**config.mk**
```make
export PLATFORM = sky130hd
export DESIGN_NAME = fpnan_fix
export DESIGN_NICKNAME = d
export VERILOG_FILES = /design/src/rtl/fpnan_pkg.sv /design/src/rtl/fpnan_classify.sv /design/src/rtl/fpnan_select.sv /design/src/rtl/fpnan_outstage.sv /design/src/rtl/fpnan_fix.sv
export SDC_FILE = /design/constraint.sdc
export NUM_CORES = 1
export LEC_CHECK = 0
export ABC_CLOCK_PERIOD_IN_PS = 1700
export BUFFER_PORTS_ARGS = -buffer_cell sky130_fd_sc_hd__buf_2
export CAP_MARGIN = 20
export CORE_AREA = 2 2 101 103
export DETAILED_ROUTE_END_ITERATION = 12
export DIE_AREA = 0 0 103 105
export GPL_ROUTABILITY_DRIVEN = 1
export GPL_TIMING_DRIVEN = 0
export MAX_ROUTING_LAYER = met4
export PLACE_DENSITY = 0.86
export SETUP_SLACK_MARGIN = 0.15
export SLEW_MARGIN = 20
export SYNTH_ARGS = -nofsm -noshare
export SYNTH_HDL_FRONTEND = slang
export SYNTH_SLANG_ARGS = --single-unit
```
**constraint.sdc**
```tcl
create_clock -name clk -period 1.7 [get_ports clk]
set_input_delay 0.255 -clock clk [delete_from_list [all_inputs] [get_ports clk]]
set_output_delay 0.255 -clock clk [all_outputs]
set_load 0.01 [all_outputs]
```
**src/rtl/fpnan_pkg.sv**
```systemverilog
package fpnan_pkg;
  localparam int SP_EXP_W  = 8;
  localparam int SP_FRAC_W = 23;
  localparam int DP_EXP_W  = 11;
  localparam int DP_FRAC_W = 52;
  localparam int SP_W      = 1 + SP_EXP_W + SP_FRAC_W;
  localparam int DP_W      = 1 + DP_EXP_W + DP_FRAC_W;

  localparam logic [DP_W-1:0] SP_QNAN =
    DP_W'({1'b0, {SP_EXP_W{1'b1}}, 1'b1, {(SP_FRAC_W-1){1'b0}}});
  localparam logic [DP_W-1:0] DP_QNAN =
    {1'b0, {DP_EXP_W{1'b1}}, 1'b1, {(DP_FRAC_W-1){1'b0}}};
  localparam logic [DP_W-1:0] SP_LANE = DP_W'({SP_W{1'b1}});
  localparam logic [DP_W-1:0] DP_LANE = {DP_W{1'b1}};

  typedef struct packed {
    logic is_nan;
    logic is_snan;
  } fpnan_cls_t;

  typedef enum logic [2:0] {
    PICK_RAW,
    PICK_DFLT,
    PICK_QUIET_A,
    PICK_QUIET_B,
    PICK_PASS_A,
    PICK_PASS_B
  } fpnan_pick_t;
endpackage

```
**src/rtl/fpnan_classify.sv**
```systemverilog
module fpnan_classify
  import fpnan_pkg::*;
(
  input  logic [DP_W-1:0] value_i,
  input  logic            dbl_i,
  output fpnan_cls_t      cls_o
);
  logic            sp_exp_ones;
  logic            sp_frac_nz;
  logic            dp_exp_ones;
  logic            dp_frac_nz;
  logic            nan;
  logic            quiet;
  logic [DP_W-1:0] qmask;

  always_comb begin
    sp_exp_ones = &value_i[SP_FRAC_W +: SP_EXP_W];
    sp_frac_nz  = |value_i[SP_FRAC_W-1:0];
    dp_exp_ones = &value_i[DP_FRAC_W +: DP_EXP_W];
    dp_frac_nz  = |value_i[DP_FRAC_W-1:0];
    qmask       = dbl_i ? DP_QNAN : SP_QNAN;
    nan         = dbl_i ? (dp_exp_ones && dp_frac_nz)
                        : (sp_exp_ones && sp_frac_nz);
    // quiet when every bit of the canonical pattern is present
    quiet         = ((value_i & qmask) == qmask);
    cls_o.is_nan  = nan;
    cls_o.is_snan = nan && !quiet;
  end
endmodule

```
**src/rtl/fpnan_select.sv**
```systemverilog
module fpnan_select
  import fpnan_pkg::*;
(
  input  logic            dbl_i,
  input  logic            dn_i,
  input  logic [DP_W-1:0] raw_i,
  input  logic [DP_W-1:0] a_i,
  input  logic [DP_W-1:0] b_i,
  input  fpnan_cls_t      raw_cls_i,
  input  fpnan_cls_t      a_cls_i,
  input  fpnan_cls_t      b_cls_i,
  output logic [DP_W-1:0] res_o,
  output logic            invalid_o,
  output fpnan_pick_t     pick_o
);
  logic [DP_W-1:0] qmask;
  logic [DP_W-1:0] lane;
  logic [DP_W-1:0] chosen;

  // ranking: default, signalling A, signalling B, quiet A, quiet B
  always_comb begin
    if (!raw_cls_i.is_nan)                              pick_o = PICK_RAW;
    else if (dn_i || (!a_cls_i.is_nan && !b_cls_i.is_nan)) pick_o = PICK_DFLT;
    else if (a_cls_i.is_snan)                           pick_o = PICK_QUIET_A;
    else if (b_cls_i.is_snan)                           pick_o = PICK_QUIET_B;
    else if (a_cls_i.is_nan)                            pick_o = PICK_PASS_A;
    else                                                pick_o = PICK_PASS_B;
  end

  always_comb begin
    qmask = dbl_i ? DP_QNAN : SP_QNAN;
    lane  = dbl_i ? DP_LANE : SP_LANE;
    unique case (pick_o)
      PICK_DFLT:    chosen = qmask;
      PICK_QUIET_A: chosen = a_i | qmask;
      PICK_QUIET_B: chosen = b_i | qmask;
      PICK_PASS_A:  chosen = a_i;
      PICK_PASS_B:  chosen = b_i;
      default:      chosen = raw_i;
    endcase
    res_o     = chosen & lane;
    invalid_o = a_cls_i.is_snan | b_cls_i.is_snan;
  end
endmodule

```
**src/rtl/fpnan_outstage.sv**
```systemverilog
module fpnan_outstage
  import fpnan_pkg::*;
#(
  parameter bit OUT_REG = 1'b1
) (
  input  logic            clk,
  input  logic            rst_n,
  input  logic            valid_i,
  input  logic [DP_W-1:0] res_i,
  input  logic            inv_i,
  output logic            valid_o,
  output logic [DP_W-1:0] res_o,
  output logic            inv_o
);
  generate
    if (OUT_REG) begin : g_reg
      logic            valid_d, valid_q;
      logic [DP_W-1:0] res_d, res_q;
      logic            inv_d, inv_q;

      always_comb begin
        valid_d = valid_i;
        res_d   = res_q;
        inv_d   = inv_q;
        if (valid_i) begin
          res_d = res_i;
          inv_d = inv_i;
        end
      end

      always_ff @(posedge clk or negedge rst_n) begin
        if (!rst_n) begin
          valid_q <= 1'b0;
          res_q   <= '0;
          inv_q   <= 1'b0;
        end else begin
          valid_q <= valid_d;
          res_q   <= res_d;
          inv_q   <= inv_d;
        end
      end

      assign valid_o = valid_q;
      assign res_o   = res_q;
      assign inv_o   = inv_q;

      assert_valid_delay_R10: assert property (@(posedge clk) disable iff (!rst_n)
        valid_i |=> valid_o);
      assert_valid_drop_R10: assert property (@(posedge clk) disable iff (!rst_n)
        !valid_i |=> !valid_o);
      assert_hold_R10: assert property (@(posedge clk) disable iff (!rst_n)
        !valid_i |=> ($stable(res_o) && $stable(inv_o)));
    end else begin : g_bypass
      assign valid_o = valid_i;
      assign res_o   = res_i;
      assign inv_o   = inv_i;
    end
  endgenerate
endmodule

```
**src/rtl/fpnan_fix.sv**
```systemverilog
module fpnan_fix
  import fpnan_pkg::*;
#(
  parameter bit OUT_REG = 1'b1
) (
  input  logic        clk,
  input  logic        rst_n,
  input  logic        in_valid,
  input  logic        fmt_dbl,
  input  logic        dflt_nan_mode,
  input  logic [63:0] raw_res,
  input  logic [63:0] op_a,
  input  logic [63:0] op_b,
  output logic        out_valid,
  output logic [63:0] out_res,
  output logic        out_invalid
);
  localparam int N_VAL = 3;

  logic [DP_W-1:0] vals [N_VAL];
  fpnan_cls_t      cls  [N_VAL];
  logic [DP_W-1:0] sel_res;
  logic            sel_inv;
  fpnan_pick_t     pick;

  assign vals[0] = raw_res;
  assign vals[1] = op_a;
  assign vals[2] = op_b;

  generate
    for (genvar i = 0; i < N_VAL; i++) begin : g_cls
      fpnan_classify u_cls (
        .value_i (vals[i]),
        .dbl_i   (fmt_dbl),
        .cls_o   (cls[i])
      );
    end
  endgenerate

  fpnan_select u_sel (
    .dbl_i     (fmt_dbl),
    .dn_i      (dflt_nan_mode),
    .raw_i     (raw_res),
    .a_i       (op_a),
    .b_i       (op_b),
    .raw_cls_i (cls[0]),
    .a_cls_i   (cls[1]),
    .b_cls_i   (cls[2]),
    .res_o     (sel_res),
    .invalid_o (sel_inv),
    .pick_o    (pick)
  );

  fpnan_outstage #(.OUT_REG(OUT_REG)) u_out (
    .clk     (clk),
    .rst_n   (rst_n),
    .valid_i (in_valid),
    .res_i   (sel_res),
    .inv_i   (sel_inv),
    .valid_o (out_valid),
    .res_o   (out_res),
    .inv_o   (out_invalid)
  );

  assert_passthru_R1: assert property (@(posedge clk) disable iff (!rst_n)
    (in_valid && fmt_dbl && !cls[0].is_nan) |-> (sel_res == raw_res));
  assert_sp_upper_zero_R8: assert property (@(posedge clk) disable iff (!rst_n)
    (in_valid && !fmt_dbl) |-> (sel_res[63:32] == 32'h0));
  assert_dflt_canon_R4: assert property (@(posedge clk) disable iff (!rst_n)
    (in_valid && dflt_nan_mode && cls[0].is_nan)
      |-> (sel_res == (fmt_dbl ? DP_QNAN : SP_QNAN)));
  assert_nan_out_quiet_R5: assert property (@(posedge clk) disable iff (!rst_n)
    (in_valid && fmt_dbl && cls[0].is_nan) |-> (&sel_res[62:51]));
  assert_no_flag_R9: assert property (@(posedge clk) disable iff (!rst_n)
    (in_valid && !cls[1].is_nan && !cls[2].is_nan) |-> !sel_inv);
  assert_pick_raw_R1: assert property (@(posedge clk) disable iff (!rst_n)
    (in_valid && cls[0].is_nan) |-> (pick != PICK_RAW));
endmodule

```
==> impl_results.md, run 1 <==
- Crit end category: register
- RSZ-0062 raised after global routing: true
- # rows: 36
- Reg2reg end: u_out.res_o[23]$_DFFE_PN0P_
- Clk sinks: 66
- Hold Path Origin: in_valid
- Yosys Warn Count: 0
- Setup CP Type: input port to register
- Syn Inst Count: 434
- H-tree levels: 3
- Total vias in the final route: 5545
- Worst R2R Start: u_out.res_o[23]$_DFFE_PN0P_
- CTS root buf: clkbuf_8
- Peak VDD IR: 0.373 mV
- Clock-pin slew on the worst setup and hold paths: ~0.070 ns
- Antenna violations before repair: 0
- Final instance area: 7230 µm²
- Die width: 103 µm
- Synth unique cells: just under 50
- HPWL Detailed: 15400 µm
- DRT iter0 DRCs: approximately 400
- Clock skew: 0 ns
- Final period util: 136%
- Drt pass-1 iters: 5
- MaxCap Viol Count: 0
- Antenna Cells: 0
- Post-synthesis sequential area ratio: 36.2%
- Non-Filler Instances: 869
- Fin. Hold Viols: 0
- Die area: 10800 µm²
- Worst reg2reg setup slack: 0.68 ns
- RD Place Congestion: 0.987
- GRT overflow: 0
- Die height: 105 µm
- Hold endpoint: u_out.valid_o$_DFF_PN0_
- # DRC: 0
- Worst EP arrival: between 2 and 3 ns
- Dpl cells: 830
- Crit Path Max Fanout: 5
- Starting Density: 47.3%
- Status: complete, but fails checks
- Vias in the first global route: about 5.6k
- Avg WL per Cell: 23.4 µm
- Reg2reg path depth: 3
- Synthesized flop and latch total: 66
- FMAX: 433 MHz
- Mean Syn Cell Area: between 10 and 15 µm²
- Skew-Pair Late Insertion Delay: around 0.34 ns
- IO buf count: 262
- Minimum clock period: about 2.3 ns
- Ports: 263
- EDFF count, synth: 0
- Core Region: around 9600 µm²
- # nets final: ~930
- Filler Cells Inserted: 739
- CTS tree: yes
- Total GRT Usage: 37.7%
- Async SR Flop Fraction: 100%
- Placed cell area: around 6100 µm²
- Slew HR: about 46%
- Post-Route WL: 20400 µm
- Total leakage power: 3.20 nW
- Num CTS Buffers: 9
- Total power: 4.20 mW
- Final Slew Violations: 0
- PwrDens: ~580 nW/µm²
- Fraction of layout cells with a size suffix above 1: 62.6%
- Routed Antenna Nets: 0
- Hold Crit Depth: 1
- Worst hold path class: input port to register
- Worst EP required: 1.96 ns
- Sum Neg Setup Slack: -29.22 ns
- Failing checks: setup timing
- Synthesized cell area: about 4600 µm²
- Top FF cell, synth: dfrtp_1
- Setup WS pre-CTS: -1.34 ns
- Area grow syn2layout: 58.8%
- CP Launch Type: input port
- Actual slew at the worst max-slew pin: roughly 0.8 ns
- Post-route setup slack: -0.608 ns
- Largest net degree at the start of global routing: 37
- Total nets after synthesis: ~630
- CTS Buffer Depth: 2
- First-pass GRT wire length: 30200 µm
- # setup viols final: 52
- Via/cell ratio: 6.38
==> kinds of logic (layout without fill, tap and decap cells) <==
kind of cell           Yosys count  count (layout)  share of synthesized area [%]
AOI/OAI and AO/OA              204             204                           43.4
buffers and inverters           52             354                           5.55
DFF                             66              66                           36.2
muxes                            1               1                          0.220
and+or+nand+nor                111             111                           14.6
==> where the power goes <==
part	switching, mW	internal [mW]
Sequential	0.0875	1.70
Combinational	0.612	0.487
Clock	0.646	0.668
==> registers in the layout, summed over array words and instances (netlist names) <==
name	flops
u_out.valid_o	1
u_out.inv_o	1
u_out.res_o	64
==> per-stage QoR <==
stage,hold WS (ns),utilization (%)
3_3_place_gp,0.467,63.4
2_1_floorplan,-0.0406,-
6_report,0.146,75.1
3_5_place_dp,0.225,63.6
5_1_grt,0.131,75.1
4_1_cts,0.129,71.4
==> layout make-up <==
cell class                 count  area [µm²]  share of cell area (%)
buffer                        36         254                    3.51
tap                          133         166                    2.30
timing repair buffer         286        1700                    23.6
clock buffer                  10         128                    1.76
sequential                    66        1650                    22.8
multi-input combinational    316        3210                    44.4
inverter                      16        60.1                   0.830
clock inverter                 6        57.6                   0.796
==> worst max-delay path by stage <==
stage	start	to	slack [ns]	cells after the start
after floorplan	op_a[10]	u_out.res_o[22]$_DFFE_PN0P_	-0.67	8
after global placement	fmt_dbl	u_out.res_o[49]$_DFFE_PN0P_	-1.36	9
after detailed placement	fmt_dbl	u_out.res_o[49]$_DFFE_PN0P_	-1.34	9
after CTS	op_a[50]	u_out.res_o[16]$_DFFE_PN0P_	-0.54	10
after global routing	op_a[28]	u_out.res_o[26]$_DFFE_PN0P_	-0.66	10
final	op_a[51]	u_out.res_o[26]$_DFFE_PN0P_	-0.61	10
==> cells in the mapped netlist (10+ instances only) <==
master,count,area (µm²)
dfrtp_1,66,1650
o21ai_0,56,280
nor4_1,37,231
a221oi_2,35,526
o2bb2ai_2,32,480
nand4_1,24,150
clkbuf_1,21,78.8
inv_1,15,56.3
o2bb2ai_1,11,96.3
a21oi_1,10,50.1
o21bai_1,10,75.1
==> worst max-delay path, stage by stage <==
cell and delay, ns:
buf_2 0.15, nor4_4 0.24, nand4_1 0.23, or4_4 0.58, nor3b_4 0.18, a2111oi_4 0.35, buf_6 0.20, buf_6 0.15
a21oi_2 0.07, o22ai_2 0.15
==> metal layers <==
layer | global-route usage (%) | wire length [µm] | part of all wire [%]
met1 | 46.2 | 7890 | 39
met2 | 60.0 | 9770 | 48
met3 | 6.09 | 1720 | 8.4
met4 | 18.0 | 977 | 4.8
met5 | - | 0 | 0
==> layout by cell type (no fill, tap or decap), drive strengths merged, types with 2 or more instances in the layout <==
cell     instances
buf            298
dfrtp           66
o21ai           57
a221oi          43
o2bb2ai         43
nor4            37
clkbuf          33
nand4           24
o22ai           18
inv             15
o21bai          10
a21oi           10
nand2b           9
o211ai           9
nor2             9
nor3             9
nand2            8
clkinv           5
nand3            4
a2111oi          3
or4              2
or3              2
nor4b            2
==> timing repair <==
item,4_1_cts,5_1_grt
pin swaps,35,36
resized for setup,97,49
hold endpoints to repair,30,0
endpoints found under the setup margin,62,62
setup buffers,11,7
gates cloned,2,2
hold buffers,1,0
No activity file was read; power rests on OpenSTA's default activity.
==> run 2, diff against run 1 <==
--- a/config.mk
+++ b/config.mk
@@ -15,7 +15,6 @@
 export GPL_TIMING_DRIVEN = 0
 export MAX_ROUTING_LAYER = met4
 export PLACE_DENSITY = 0.86
-export SETUP_SLACK_MARGIN = 0.15
 export SLEW_MARGIN = 20
 export SYNTH_ARGS = -nofsm -noshare
 export SYNTH_HDL_FRONTEND = slang
==> impl_results.md, run 2 (synthesized netlist as in run 1, its figures left out) <==
- Sw Pwr: 1.29 mW (-4.4%)
- Worst R2R Start: u_out.res_o[23]$_DFFE_PN0P_
- FMAX: 424 MHz (-2.1%)
- # DRC: 0 (unchanged)
- PwrDens: 586 nW/µm² (+0.91%)
- Clock skew: 0 ns (unchanged)
- Avg WL per Cell: 23.4 µm (-0.27%)
- Total GRT Usage: 36.2% (-1.5 points)
- Failing checks: setup timing
- Routed wl met3: 1790 µm (+4.2%)
- # setup viols final: 54 (+3.8%)
- First-pass GRT wire length: 29200 µm (-3.4%)
- Clk sinks: 66 (unchanged)
- Sw frac: 31.0% (-1.1 points)
- Post-route setup slack: -0.657 ns (-0.0484 ns)
- Starting Density: 47.3% (unchanged)
- Total power: 4.16 mW (-1.1%)
- Total leakage power: 3.17 nW (-0.85%)
- Max Used Layer: met4
- Slew HR: 43.7% (-2.8 points)
- Reg2reg end: u_out.res_o[23]$_DFFE_PN0P_
- Sequential share of power: 43.1% (+0.6 points)
- Worst EP arrival: 2.62 ns (+0.05 ns)
- Total vias in the final route: 5673 (+2.3%)
- Logic pwr share: 25.4% (-0.8 points)
- Vias in the first global route: 5343 (-5.1%)
- Final Slew Violations: 0 (unchanged)
- Int Power: 2.87 mW (+0.45%)
- Post-Route WL: 20300 µm (-0.27%)
- Worst EP required: 1.97 ns (about the same)
- Setup CP Type: input port to register
- Met1 Wirelength: 7750 µm (-1.7%)
- Crit end category: register
- RD Place Congestion: 1.03 (+4.4%)
- H-tree levels: 3 (unchanged)
- Fin. Hold Viols: 0 (unchanged)
- Clock network power share: 31.5% (+0.2 points)
- Peak VDD IR: 0.331 mV (-11%)
- Via/cell ratio: 6.53 (+2.3%)
- Antenna Cells: 0 (unchanged)
- # nets final: 929 (+0.11%)
- Setup WS pre-CTS: -1.37 ns (-0.0275 ns)
- # rows: 36 (unchanged)
- Non-Filler Instances: 869 (unchanged)
- Drt pass-1 iters: 5 (unchanged)
- Die width: 103 µm (unchanged)
- IO buf count: 262 (unchanged)
- Die height: 105 µm (unchanged)
- Minimum clock period: 2.36 ns (+0.0484 ns)
- Ports: 263 (unchanged)
- Reg2reg path depth: 3 (unchanged)
- MaxCap Viol Count: 0 (unchanged)
- Area grow syn2layout: 55.6%
- CP Capture Point: u_out.res_o[37]$_DFFE_PN0P_
- Skew-Pair Late Insertion Delay: 0.33 ns (about the same)
- Largest net degree at the start of global routing: 37 (unchanged)
- Dpl cells: 830 (unchanged)
- HPWL Detailed: 15300 µm (-0.36%)
- Die area: 10800 µm² (unchanged)
- Wire length on met2: 10000 µm (+2.3%)
- Hold slack: 0.152 ns (+0.00621 ns)
- RSZ-0062 raised after global routing: true
- Crit Path Max Fanout: 5 (unchanged)
- Most common cell after layout, fill and taps aside: buf_2
- Status: complete, but fails checks
- DRT iter0 DRCs: 445 (+10%)
- Most frequent cells in the layout: buf_2 (254), dfrtp_1 (66), o21ai_0 (52)
- Clock-pin slew on the worst setup and hold paths: 0.07 ns (about the same)
- Worst hold path class: input port to register
- Setup crit start: op_a[46]
- CP Launch Type: input port
- Num CTS Buffers: 9 (unchanged)
- Core Region: 9640 µm² (unchanged)
- CTS Buffer Depth: 2 (unchanged)
- CTS tree: yes
- Antenna violations before repair: 0 (unchanged)
- Routed Antenna Nets: 0 (unchanged)
- Fraction of layout cells with a size suffix above 1: 60.9% (-1.8 points)
- GRT overflow: 0 (unchanged)
- Worst reg2reg setup slack: 0.60 ns (-0.08 ns)
- Max FFs per register: 64 (unchanged)
- Actual slew at the worst max-slew pin: 0.845 ns (+0.0419 ns)
- Final period util: 139% (+2.8 points)
- CTS root buf: clkbuf_8
## run 2: repair_timing
item                       4_1_cts  5_1_grt
hold buffers                     1        0
gates cloned                     1        5
setup endpoints to repair       62       62
gates resized for setup         44       74
hold endpoints to repair        35        0
setup buffers                    8       11
pin swaps                       14       32
## run 2: per-stage QoR
step | area [µm²] | setup TNS, ns | utilization [%]
after CTS | 6600 | -29.39 | 68.5
after floorplan | 4620 | -33.83 | -
after global routing | 7090 | -35.58 | 73.6
after detailed placement | 6120 | -71.84 | 63.5
after global placement | 6100 | -65.74 | 63.3
final | 7090 | -32.24 | 73.6
## run 2: final cells by class
type	count	area [µm²]
Sequential cell	66	1650
Multi-Input combinational cell	316	3080
Inverter	16	60.1
Buffer	34	239
Tap cell	133	166
Clock inverter	3	40.0
Fill cell	759	2550
Timing Repair Buffer	289	1710
Clock buffer	12	145
## run 2: worst min path at each step
stage               cells past startpoint                          end                   startpoint  slack, ns
floorplan                               0      u_out.inv_o$_DFFE_PN0P_                        rst_n      -0.04
global placement                        1  u_out.res_o[45]$_DFFE_PN0P_  u_out.res_o[45]$_DFFE_PN0P_       0.47
detailed placement                      1   u_out.res_o[4]$_DFFE_PN0P_                        rst_n       0.25
CTS                                     1      u_out.valid_o$_DFF_PN0_                     in_valid       0.13
global route                            1      u_out.valid_o$_DFF_PN0_                     in_valid       0.13
finish                                  1      u_out.valid_o$_DFF_PN0_                     in_valid       0.15
## run 2: power by group through the flow
stage                     logic [mW]  registers (mW)  clock network [mW]
after floorplan                0.293            1.87                   0
after global placement         0.940            1.81                   0
after detailed placement       0.961            1.82                   0
after CTS                      0.989            1.79                1.33
after global routing            1.12            1.80                1.38
final                           1.05            1.79                1.31
## run 2: critical path, cell delays in order
cell       delay, ns
buf_4           0.13
nor4_4          0.26
nand4_1         0.23
or4_4           0.54
nor3b_4         0.18
a2111oi_4       0.44
buf_6           0.22
clkbuf_16       0.17
a221oi_2        0.06
o2bb2ai_2       0.12
## run 2: per-layer routing
| layer | vias to the layer above | track usage (%) |
|---|---|---|
| li1 | 2404 | - |
| met3 | 80 | 5.75 |
| met4 | 0 | 13.2 |
| met2 | 409 | 57.9 |
| met1 | 2780 | 46.0 |
| met5 | - | - |
==> run 3, diff against run 2 <==
--- a/config.mk
+++ b/config.mk
@@ -8,13 +8,13 @@
 export ABC_CLOCK_PERIOD_IN_PS = 1700
 export BUFFER_PORTS_ARGS = -buffer_cell sky130_fd_sc_hd__buf_2
 export CAP_MARGIN = 20
-export CORE_AREA = 2 2 101 103
+export CORE_MARGIN = 1
+export CORE_UTILIZATION = 40
 export DETAILED_ROUTE_END_ITERATION = 12
-export DIE_AREA = 0 0 103 105
 export GPL_ROUTABILITY_DRIVEN = 1
 export GPL_TIMING_DRIVEN = 0
-export MAX_ROUTING_LAYER = met4
-export PLACE_DENSITY = 0.86
+export PLACE_DENSITY = 0.75
+export REMOVE_ABC_BUFFERS = 1
 export SLEW_MARGIN = 20
 export SYNTH_ARGS = -nofsm -noshare
 export SYNTH_HDL_FRONTEND = slang
==> impl_results.md, run 3 (synthesized netlist as in run 1, its figures left out) <==
- Status: complete, but fails checks
- Failing checks: setup timing
- Antenna violations before repair: 0 (unchanged)
- FMAX: 411 MHz (-3.2%)
- Crit Path Max Fanout: 7 (+2)
- RD Place Congestion: 0.942 (-8.6%)
- Skew-Pair Late Insertion Delay: 0.32 ns (about the same)
- Peak VDD IR: 0.375 mV (+13%)
- RSZ-0062 raised after global routing: true
- Total vias in the final route: 5509 (-2.9%)
- Die height: 109 µm (+3.6%)
- Post-route setup slack: -0.734 ns (-0.0776 ns)
- MaxCap Viol Count: 0 (unchanged)
- Hold Path Origin: raw_res[52]
- Minimum clock period: 2.43 ns (+0.0776 ns)
- Die width: 109 µm (+5.6%)
- Hold endpoint: u_out.res_o[52]$_DFFE_PN0P_
- H-tree levels: 3 (unchanged)
- Total GRT Usage: 31.6% (-4.5 points)
- IO buf count: 262 (unchanged)
- Fin. Hold Viols: 0 (unchanged)
- Reg2reg path depth: 3 (unchanged)
- Most common cell after layout, fill and taps aside: buf_2
- Most frequent cells in the layout: buf_2 (249), dfrtp_1 (66), o21ai_0 (51)
- GRT overflow: 0 (unchanged)
- Sum Neg Setup Slack: -35.34 ns (-3.09 ns)
- Setup CP Type: input port to register
- Post-layout util: 66.7% (-6.9 points)
- Clock skew: 0 ns (unchanged)
- Clock-pin slew on the worst setup and hold paths: 0.06 ns (about the same)
- # nets final: 922 (-0.75%)
- Worst reg2reg setup slack: 0.61 ns (about the same)
- Max FFs per register: 64 (unchanged)
- Fraction of layout cells with a size suffix above 1: 62.5% (+1.6 points)
- Largest net degree at the start of global routing: 71 (+92%)
- PwrDens: 616 nW/µm² (+5.1%)
- Clk sinks: 66 (unchanged)
- HPWL Detailed: 13200 µm (-14%)
- CTS root buf: clkbuf_16
- Worst hold path class: input port to register
- DRT iter0 DRCs: 260 (-42%)
- Core Region: 11000 µm² (+14%)
- Starting Density: 41.5% (-5.8 points)
- Routed Antenna Nets: 0 (unchanged)
- Ports: 263 (unchanged)
- # DRC: 0 (unchanged)
- CTS Buffer Depth: 2 (unchanged)
- Final period util: 143% (+4.6 points)
- # rows: 38 (+5.6%)
- Worst EP arrival: 2.68 ns (+0.06 ns)
- Drt pass-1 iters: 5 (unchanged)
- CP Launch Type: input port
- # setup viols final: 52 (-3.7%)
- Antenna Cells: 0 (unchanged)
- Post-Route WL: 19400 µm (-4.3%)
- Crit end category: register
- Hold Crit Depth: 3 (+2)
- Reg2reg end: u_out.res_o[29]$_DFFE_PN0P_
- Avg WL per Cell: 22.3 µm (-4.4%)
- Total power: 4.51 mW (+8.5%)
- Actual slew at the worst max-slew pin: 0.782 ns (-0.0623 ns)
- Final Slew Violations: 0 (unchanged)
- Slew HR: 47.8% (+4.2 points)
- Area grow syn2layout: 60.7%
- Total leakage power: 3.28 nW (+3.7%)
- Setup WS pre-CTS: -1.78 ns (-0.405 ns)
- CTS tree: yes
- Die area: 11800 µm² (+9.3%)
- Num CTS Buffers: 9 (unchanged)
- Setup crit start: op_a[18]
- Worst EP required: 1.95 ns (-0.02 ns)
- Via/cell ratio: 6.33 (-3.0%)
- Vias in the first global route: 5378 (+0.66%)
- First-pass GRT wire length: 28000 µm (-3.9%)
- Worst R2R Start: u_out.res_o[29]$_DFFE_PN0P_
[run 3: per-layer routing]
| layer | wire [µm] | part of all wire, % | track usage, % |
|---|---|---|---|
| met1 | 7380 | 38 | 37.1 |
| met2 | 9670 | 50 | 54.2 |
| met3 | 1690 | 8.7 | 8.25 |
| met4 | 685 | 3.5 | 14.1 |
| met5 | 0 | 0 | 0 |
[run 3: cell type report]
class	count	area, µm²
Clock buffer	13	250
Clock inverter	3	15.0
Fill cell	869	3660
Inverter	16	62.6
Multi-Input combinational cell	320	3130
Sequential cell	66	1650
Tap cell	140	175
Timing Repair Buffer	312	2030
[run 3: stage by stage]
stage	area, µm²	cells	hold WS [ns]
floorplan	4360	398	-0.0406
global placement	5850	800	0.469
detailed placement	6060	811	0.241
CTS	6950	859	0.196
global route	7320	870	0.212
finish	7320	870	0.204
[run 3: worst max-delay path by stage]
stage,end,cells past startpoint,slack (ns)
finish,u_out.res_o[47]$_DFFE_PN0P_,11,-0.73
global placement,u_out.res_o[14]$_DFFE_PN0P_,8,-4.90
CTS,u_out.res_o[47]$_DFFE_PN0P_,11,-0.73
floorplan,u_out.res_o[0]$_DFFE_PN0P_,7,-3.00
global route,u_out.res_o[11]$_DFFE_PN0P_,11,-0.79
detailed placement,u_out.res_o[7]$_DFFE_PN0P_,11,-1.78
[run 3: power breakdown]
group	total [mW]	switching, mW	internal, mW
Sequential	1.79	0.0880	1.70
Clock	1.69	0.667	1.02
Combinational	1.03	0.567	0.463
Total	4.51	1.32	3.19
[run 3: critical path: stages]
cell	delay (ns)
buf_4	0.13
nor4_4	0.27
nand4_1	0.19
or4_4	0.58
nor3b_4	0.18
a2111oi_4	0.42
buf_6	0.18
buf_8	0.12
buf_8	0.14
a221oi_2	0.07
o2bb2ai_2	0.16
[run 3: timing repair]
action	CTS	global route
buffers inserted	27	9
hold buffers	1	0
gates resized for setup	64	53
hold endpoints to repair	32	0
gates cloned	4	4
endpoints found under the setup margin	62	62
pin swaps	23	29
